File: src/rtl/gev_pkg.sv
package gev_pkg;
  localparam int WORD_W        = 32;
  localparam int NUM_KINDS     = 6;
  // detection kind index into the enable array
  localparam int K_RISE        = 0;
  localparam int K_FALL        = 1;
  localparam int K_HIGH        = 2;
  localparam int K_LOW         = 3;
  localparam int K_ARISE       = 4;
  localparam int K_AFALL       = 5;
  // word (byte address / 4) placement
  localparam int STATUS_WORD   = 16;
  localparam int ENABLE_WORD0  = 19;
  localparam int ENABLE_STRIDE = 3;

  function automatic int enable_word(input int kind, input int bank);
    return ENABLE_WORD0 + kind * ENABLE_STRIDE + bank;
  endfunction
endpackage

File: src/rtl/gev_enable_regs.sv
module gev_enable_regs
  import gev_pkg::*;
#(
  parameter int NUM_PINS = 54,
  parameter int IDX_W    = 6
) (
  input  logic                                 clk,
  input  logic                                 rst_n,
  input  logic                                 wr,
  input  logic [IDX_W-1:0]                     widx,
  input  logic [WORD_W-1:0]                    wdata,
  output logic [NUM_KINDS-1:0][NUM_PINS-1:0]   en_q
);
  logic [NUM_KINDS-1:0][NUM_PINS-1:0] en_d;
  logic                               en_we;

  always_comb begin
    en_d  = en_q;
    en_we = 1'b0;
    for (int k = 0; k < NUM_KINDS; k++) begin
      for (int p = 0; p < NUM_PINS; p++) begin
        if (wr && widx == IDX_W'(enable_word(k, p / WORD_W))) begin
          en_d[k][p] = wdata[p % WORD_W];
          en_we      = 1'b1;
        end
      end
    end
  end

  always_ff @(posedge clk or negedge rst_n) begin
    if (!rst_n)     en_q <= '0;
    else if (en_we) en_q <= en_d;
  end


  en_hold_chk: assert property (@(posedge clk) disable iff (!rst_n)
    !wr |=> $stable(en_q));
endmodule

File: src/rtl/gev_detect.sv
module gev_detect
  import gev_pkg::*;
#(
  parameter int NUM_PINS = 54,
  parameter int IDX_W    = 6
) (
  input  logic                               clk,
  input  logic                               rst_n,
  input  logic [NUM_KINDS-1:0][NUM_PINS-1:0] en,
  input  logic [NUM_PINS-1:0]                pin_sync,
  input  logic [NUM_PINS-1:0]                pin_raw,
  input  logic                               wr,
  input  logic [IDX_W-1:0]                   widx,
  input  logic [WORD_W-1:0]                  wdata,
  output logic [NUM_PINS-1:0]                status_q
);
  logic [NUM_PINS-1:0] lvl_prev_q;
  logic [NUM_PINS-1:0] raw_s1_q, raw_s2_q, raw_s3_q;
  logic [NUM_PINS-1:0] clr_mask;
  logic [NUM_PINS-1:0] edge_ev, level_ev, raw_ev, ev;
  logic [NUM_PINS-1:0] status_d;
  logic [NUM_PINS-1:0] en_any;

  // per-pin clear strobe from the status word of its bank
  for (genvar p = 0; p < NUM_PINS; p++) begin : g_clr
    localparam int BANK = p / WORD_W;
    localparam int BIT  = p % WORD_W;
    assign clr_mask[p] = wr && (widx == IDX_W'(STATUS_WORD + BANK)) && wdata[BIT];
  end

  always_comb begin
    edge_ev  = (en[K_RISE] & pin_sync & ~lvl_prev_q)
             | (en[K_FALL] & ~pin_sync & lvl_prev_q);
    level_ev = (en[K_HIGH] & pin_sync) | (en[K_LOW] & ~pin_sync);
    raw_ev   = (en[K_ARISE] & raw_s2_q & ~raw_s3_q)
             | (en[K_AFALL] & ~raw_s2_q & raw_s3_q);
    ev       = edge_ev | level_ev | raw_ev;
    status_d = (status_q & ~clr_mask) | ev;
    en_any   = '0;
    for (int k = 0; k < NUM_KINDS; k++) en_any = en_any | en[k];
  end

  always_ff @(posedge clk or negedge rst_n) begin
    if (!rst_n) begin
      lvl_prev_q <= '0;
      raw_s1_q   <= '0;
      raw_s2_q   <= '0;
      raw_s3_q   <= '0;
      status_q   <= '0;
    end else begin
      lvl_prev_q <= pin_sync;
      raw_s1_q   <= pin_raw;
      raw_s2_q   <= raw_s1_q;
      raw_s3_q   <= raw_s2_q;
      status_q   <= status_d;
    end
  end


  no_spurious_chk: assert property (@(posedge clk) disable iff (!rst_n)
    1'b1 |=> ((status_q & ~$past(status_q) & ~$past(en_any)) == '0));


  w1c_keep_chk: assert property (@(posedge clk) disable iff (!rst_n)
    1'b1 |=> ((~status_q & $past(status_q) & ~$past(clr_mask)) == '0));


  level_hold_chk: assert property (@(posedge clk) disable iff (!rst_n)
    1'b1 |=> ((status_q & $past(level_ev)) == $past(level_ev)));
endmodule

File: src/rtl/gev_irq_group.sv
module gev_irq_group #(
  parameter int NUM_PINS   = 54,
  parameter int G1_FIRST   = 28,
  parameter int G2_FIRST   = 46,
  parameter int NUM_GROUPS = 3
) (
  input  logic [NUM_PINS-1:0]   status,
  output logic [NUM_GROUPS-1:0] irq
);
  function automatic logic [NUM_PINS-1:0] range_mask(input int lo, input int hi);
    logic [NUM_PINS-1:0] m;
    m = '0;
    for (int i = 0; i < NUM_PINS; i++) if (i >= lo && i <= hi) m[i] = 1'b1;
    return m;
  endfunction

  for (genvar g = 0; g < NUM_GROUPS; g++) begin : g_grp
    localparam int LO = (g == 0) ? 0 : (g == 1) ? G1_FIRST : G2_FIRST;
    localparam int HI = (g == 0) ? G1_FIRST - 1 : (g == 1) ? G2_FIRST - 1 : NUM_PINS - 1;
    localparam logic [NUM_PINS-1:0] MASK = range_mask(LO, HI);
    assign irq[g] = |(status & MASK);
  end
endmodule

File: src/rtl/gpio_event_unit.sv
module gpio_event_unit
  import gev_pkg::*;
#(
  parameter int NUM_PINS = 54,
  parameter int ADDR_W   = 8,
  parameter int G1_FIRST = 28,
  parameter int G2_FIRST = 46
) (
  input  logic                clk,
  input  logic                rst_n,
  input  logic                bus_wr,
  input  logic [ADDR_W-1:0]   bus_addr,
  input  logic [31:0]         bus_wdata,
  output logic [31:0]         bus_rdata,
  input  logic [NUM_PINS-1:0] pin_sync,
  input  logic [NUM_PINS-1:0] pin_raw,
  output logic [2:0]          irq
);
  localparam int IDX_W = ADDR_W - 2;
  localparam int BANKS = (NUM_PINS + WORD_W - 1) / WORD_W;
  localparam int PAD_W = BANKS * WORD_W;

  logic                               rst_s1_q, rst_q;
  logic [IDX_W-1:0]                   widx;
  logic                               unused_lsb;
  logic [NUM_KINDS-1:0][NUM_PINS-1:0] en_q;
  logic [NUM_PINS-1:0]                status_q;
  logic [PAD_W-1:0]                   stat_pad;
  logic [NUM_KINDS-1:0][PAD_W-1:0]    en_pad;

  // reset: asynchronous assert, two-flop synchronous release
  always_ff @(posedge clk or negedge rst_n) begin
    if (!rst_n) begin
      rst_s1_q <= 1'b0;
      rst_q    <= 1'b0;
    end else begin
      rst_s1_q <= 1'b1;
      rst_q    <= rst_s1_q;
    end
  end

  assign widx       = bus_addr[ADDR_W-1:2];
  assign unused_lsb = ^bus_addr[1:0];

  gev_enable_regs #(.NUM_PINS(NUM_PINS), .IDX_W(IDX_W)) u_regs (
    .clk   (clk),
    .rst_n (rst_q),
    .wr    (bus_wr),
    .widx  (widx),
    .wdata (bus_wdata),
    .en_q  (en_q)
  );

  gev_detect #(.NUM_PINS(NUM_PINS), .IDX_W(IDX_W)) u_detect (
    .clk      (clk),
    .rst_n    (rst_q),
    .en       (en_q),
    .pin_sync (pin_sync),
    .pin_raw  (pin_raw),
    .wr       (bus_wr),
    .widx     (widx),
    .wdata    (bus_wdata),
    .status_q (status_q)
  );

  gev_irq_group #(.NUM_PINS(NUM_PINS), .G1_FIRST(G1_FIRST), .G2_FIRST(G2_FIRST),
                  .NUM_GROUPS(3)) u_irq (
    .status (status_q),
    .irq    (irq)
  );

  // read decode
  always_comb begin
    stat_pad                 = '0;
    stat_pad[NUM_PINS-1:0]   = status_q;
    for (int k = 0; k < NUM_KINDS; k++) begin
      en_pad[k]                = '0;
      en_pad[k][NUM_PINS-1:0]  = en_q[k];
    end
    bus_rdata = '0;
    for (int b = 0; b < BANKS; b++) begin
      if (widx == IDX_W'(STATUS_WORD + b)) bus_rdata = stat_pad[b*WORD_W +: WORD_W];
      for (int k = 0; k < NUM_KINDS; k++) begin
        if (widx == IDX_W'(enable_word(k, b))) bus_rdata = en_pad[k][b*WORD_W +: WORD_W];
      end
    end
  end


  irq_source_chk: assert property (@(posedge clk) disable iff (!rst_q)
    (status_q == '0) |-> (irq == 3'b000));
endmodule

File: config.mk
export PLATFORM = sky130hd
export DESIGN_NAME = gpio_event_unit
export DESIGN_NICKNAME = d
export VERILOG_FILES = /design/src/rtl/gev_pkg.sv /design/src/rtl/gev_enable_regs.sv /design/src/rtl/gev_detect.sv /design/src/rtl/gev_irq_group.sv /design/src/rtl/gpio_event_unit.sv
export SDC_FILE = /design/constraint.sdc
export NUM_CORES = 1
export LEC_CHECK = 0
export BUFFER_PORTS_ARGS = -buffer_cell sky130_fd_sc_hd__buf_2
export CAP_MARGIN = 40
export CORE_MARGIN = 3
export CORE_UTILIZATION = 35
export CTS_CLUSTER_SIZE = 30
export DETAILED_ROUTE_END_ITERATION = 7
export HOLD_SLACK_MARGIN = 0.1
export PLACE_DENSITY_LB_ADDON = 0.05
export SETUP_SLACK_MARGIN = 0.2
export SYNTH_ARGS = -nofsm -noshare
export SYNTH_HDL_FRONTEND = slang
export SYNTH_SLANG_ARGS = --single-unit
File: constraint.sdc
create_clock -name clk -period 22 [get_ports clk]
set_input_delay 2.2 -clock clk [delete_from_list [all_inputs] [get_ports clk]]
set_output_delay 2.2 -clock clk [all_outputs]
set_load 0.02 [all_outputs]
==> impl_summary.md <==
Synth
In this run, synthesis inferred 0 flip-flops with an integrated enable. The total of flip-flops plus latches after synthesis is 596. The count of unique library cells instantiated by Yosys is 55. After Yosys synthesis, and, or, nand and nor cells account for between 5 and 6% of the synthesized area. The share of the synthesized area in compound gates (AO/OA/AOI/OAI) is 14.7%. The adder-cell area share of the yosys netlist is 0%.

The portion of synthesized area spent on multiplexers is 15.1%. The synthesized design devotes to its leading area cell type ~62% of total area. Yosys printed 0 warnings. The netlist area before placement is 24200 um^2.

Summing the areas of all xor and xnor instances in the mapped netlist gives 0% of the synthesized area. Summed over all instances, the cell type with the most area after synthesis is dfrtp_1. The synthesized netlist net count is roughly 2.1k. A synthesized cell averages 12.7 um^2. The share of flip-flops with an asynchronous set or reset after synthesis is 100%. By area the synthesized netlist is led by dfrtp_1 (62%), mux2_2 (14%), nand2_1 (3.2%), a21oi_1 (2.4%), o22ai_1 (2.0%). For this run, the register share of the synthesized area comes to 61.6%. The dominant register cell in the synthesized netlist is dfrtp_1. After synthesis, the most frequently instantiated cells are dfrtp_1 (596), mux2_2 (293), nand2_1 (205), a21oi_1 (117), o22ai_1 (76). By area, the combinational part of the netlist is dominated by multiplexers. Synthesis handed over a netlist of 1906 instances. The most common cell in the synthesized netlist is dfrtp_1.

Finish
The post-route standard cell area excluding fillers is roughly 29000 um^2. In the final layout, flip-flops and latches occupy approximately 15000 um^2. The layout overhead on the synthesized area is 19.3%. The multi-input combinational cell area is 8720 um^2. The count of filler cells inserted in the layout is 6364. The final-stage net count is 2252. The share of post-route cells with drive strength above 1 is 30.6%.

Worst setup path
At the worst endpoint, the required time is 19.80 ns. The data arrival time of the critical path is 5.22 ns. The startpoint identified for the worst register-to-register timing path is rst_q. STA classifies the critical path endpoint as an output port.

The first element of the critical path is bus_addr[5]. The largest fanout on the critical path is 21. The worst setup path is launched from an input port. The critical path is of the in -> out type.

Placed design
The weighted congestion at the end of routability-driven global placement is roughly 0.82. In this run the tool buffered the top-level ports with 183 buffer cells. The cell area after placement is ~27000 um^2.

The sum of net half-perimeters after detailed placement is roughly 51000 um.

Clock network
The cell sitting at the root of the clock tree is a clkbuf_16. In this run the number of H-tree levels came out at 3. Buffers inserted during clock tree synthesis total just under 70.

TritonCTS built the clock tree. The count of hold-fix buffers inserted at cts is 0. The number of gates resized after CTS was 0. The number of buffers added for setup after CTS is 0. For this design, the sink count on the clock tree is 596.

The clock insertion delay at the later pin of the skew report is around 0.61 ns. Clock-pin slew was measured on the worst setup and hold paths at 0.06 ns. The maximum clock path buffer count is 3.

Outcome
The run finished with clean final reports.

Timing
The final critical delay including setup and external delays is ~7.4 ns. The final hold slack is around 0.35 ns. The highest clock frequency the design can meet is 135 MHz. The number of max-slew violations in the final report is 0.

The worst-case headroom to the max-slew limit is 39.1%. The final hold violation count is 0. The total of endpoints with negative setup slack in the final report is 0.

The final setup skew is 0.0195 ns. Setup repair after global routing left no endpoint under its margin. The final period utilization is 33.7%.

At the pin with the least slew margin, the transition time is slightly above 0.9 ns. Setup total negative slack on the finished layout was measured at 0 ns.

Detailed routing
After detailed routing, the average wire length per cell comes to 25.7 um. The total wire length after detailed routing is 79100 um. The DRC violation count after routing is 0. The initial detailed-routing violation count is 1162.

The via count normalized by instance count is between 5 and 6. The number of optimization iterations in the first detailed-route pass is 8. The count of vias placed by the detailed router is ~17k.

Once detail routing completed, the nets flagged for antenna violations numbered 0.

Power
The leakage power total is 12.9 nW. The clock network is responsible for 44.2% of the overall power. Net switching is 24.4% of the power. The switching power is 650 uW. Sequential cells account for 48.1% of the total power. The internal portion of the total power is 2.02 mW. The combinational group share of total power is 7.7%. In this run the power density over the cells is just over 90 nW/um^2. VDD sags by at most 0.0627 mV.

Die
The initial utilization of the core area, before any placement, comes to 35.6%. The floorplan step defined a die boundary enclosing 72300 um^2. After floorplanning, the core was sized to cover 67900 um^2.

The height of the die is 269 um. between 150 and 200 I/O pins were placed. The number of placement rows is 95. The width of the die is 269 um.

GRT
The aggregate global routing overflow is 0. The number of antenna violations at the first check in global routing is 9. The maximum number of pins on one net before global-route repair is 157.

For this run, the total global-route usage over all layers was measured as 22.1%. The number of global-route vias before repair is about 17k. The first global-routing pass estimated between 100000 and 150000 um of wire.

Min path
The hold path startpoint is u_detect.raw_s1_q[18]. The path class of the lowest-slack min-delay path is reg -> reg.

Job
The reported max-cap violation count is 0.
## layer usage
metal  share of wire (%)  GRT usage (%)
met1                  47           31.6
met2                  46           35.2
met3                 4.8           3.60
met4                 2.2           5.54
met5               0.076              0
## final timing paths
kind | endpoint | slack, ns | cells after the start
setup / recovery | bus_rdata[11] | 14.58 | 9
hold / removal | u_detect.raw_s2_q[18] | 0.35 | 0
setup reg to reg | u_detect.lvl_prev_q[34] | 19.65 | 3
hold reg to reg | u_detect.raw_s2_q[18] | 0.35 | 0
max in group asynchronous | u_detect.lvl_prev_q[34] | 19.65 | 3
min in group asynchronous | u_detect.raw_s1_q[15] | 0.42 | 0
## cells in the final DEF (no fill, tap or decap), types with 13 or more instances in the layout
cell type	Yosys	final
nand3_1	35	35
o211ai_1	13	13
clkbuf_1	58	15
buf_2	25	185
a31oi_1	18	18
a211oi_1	55	55
clkbuf_8	0	19
nor4_1	14	14
nor2_1	33	26
inv_1	55	55
a22oi_1	45	45
dfrtp_1	596	595
clkbuf_16	0	71
a211o_1	54	54
o22ai_1	76	76
a222oi_1	22	22
nand2_1	205	194
mux2_2	293	293
buf_4	0	29
a221oi_1	33	33
mux2_1	31	31
a21oi_1	117	117
## metrics by stage
step	worst slack (ns)	utilization [%]	power, mW	instances
6_report	14.58	42.5	2.67	3079
5_1_grt	14.47	42.5	2.79	3075
4_1_cts	14.66	42.5	2.71	3074
3_5_place_dp	14.66	39.1	1.51	2951
3_3_place_gp	14.69	38.5	1.50	2934
2_1_floorplan	4.16	-	1.42	1906
## area by class of cell
class	count	share of cell area, %
Sequential cell	596	51.7
Multi-Input combinational cell	1149	30.2
Clock buffer	105	7.26
Timing Repair Buffer	230	5.25
Tap cell	921	3.99
Clock inverter	18	0.828
Inverter	55	0.715
Antenna cell	5	0.0434
## worst max-delay path: stages
cell and delay, ns:
buf_2 0.26, nand4bb_1 0.38, nand2b_1 0.73, buf_4 0.50, nor2_1 0.23, nor2_1 0.14, nand3_1 0.27, a31oi_1 0.28
buf_2 0.21
## kinds of logic after synthesis
kind of cell	count (synthesis)
compound gates	496
flops	596
mux	325
buf+inv	161
other cells	1
simple gates	327
## sequential cells by signal, indices dropped and copies added (netlist names)
name and count:
u_detect.raw_s2_q 54, u_detect.raw_s3_q 54, u_detect.raw_s1_q 54, rst_s1_q 1, u_detect.lvl_prev_q 54, rst_q 1, u_regs.en_q 324, u_detect.status_q 54
## power by group through the flow
stage,logic (mW),registers (mW),clock network (mW)
6_report,0.206,1.28,1.18
5_1_grt,0.230,1.29,1.26
4_1_cts,0.209,1.28,1.22
3_5_place_dp,0.208,1.30,0
3_3_place_gp,0.200,1.30,0
2_1_floorplan,0.131,1.29,0
No activity file was read; power rests on OpenSTA's default activity.
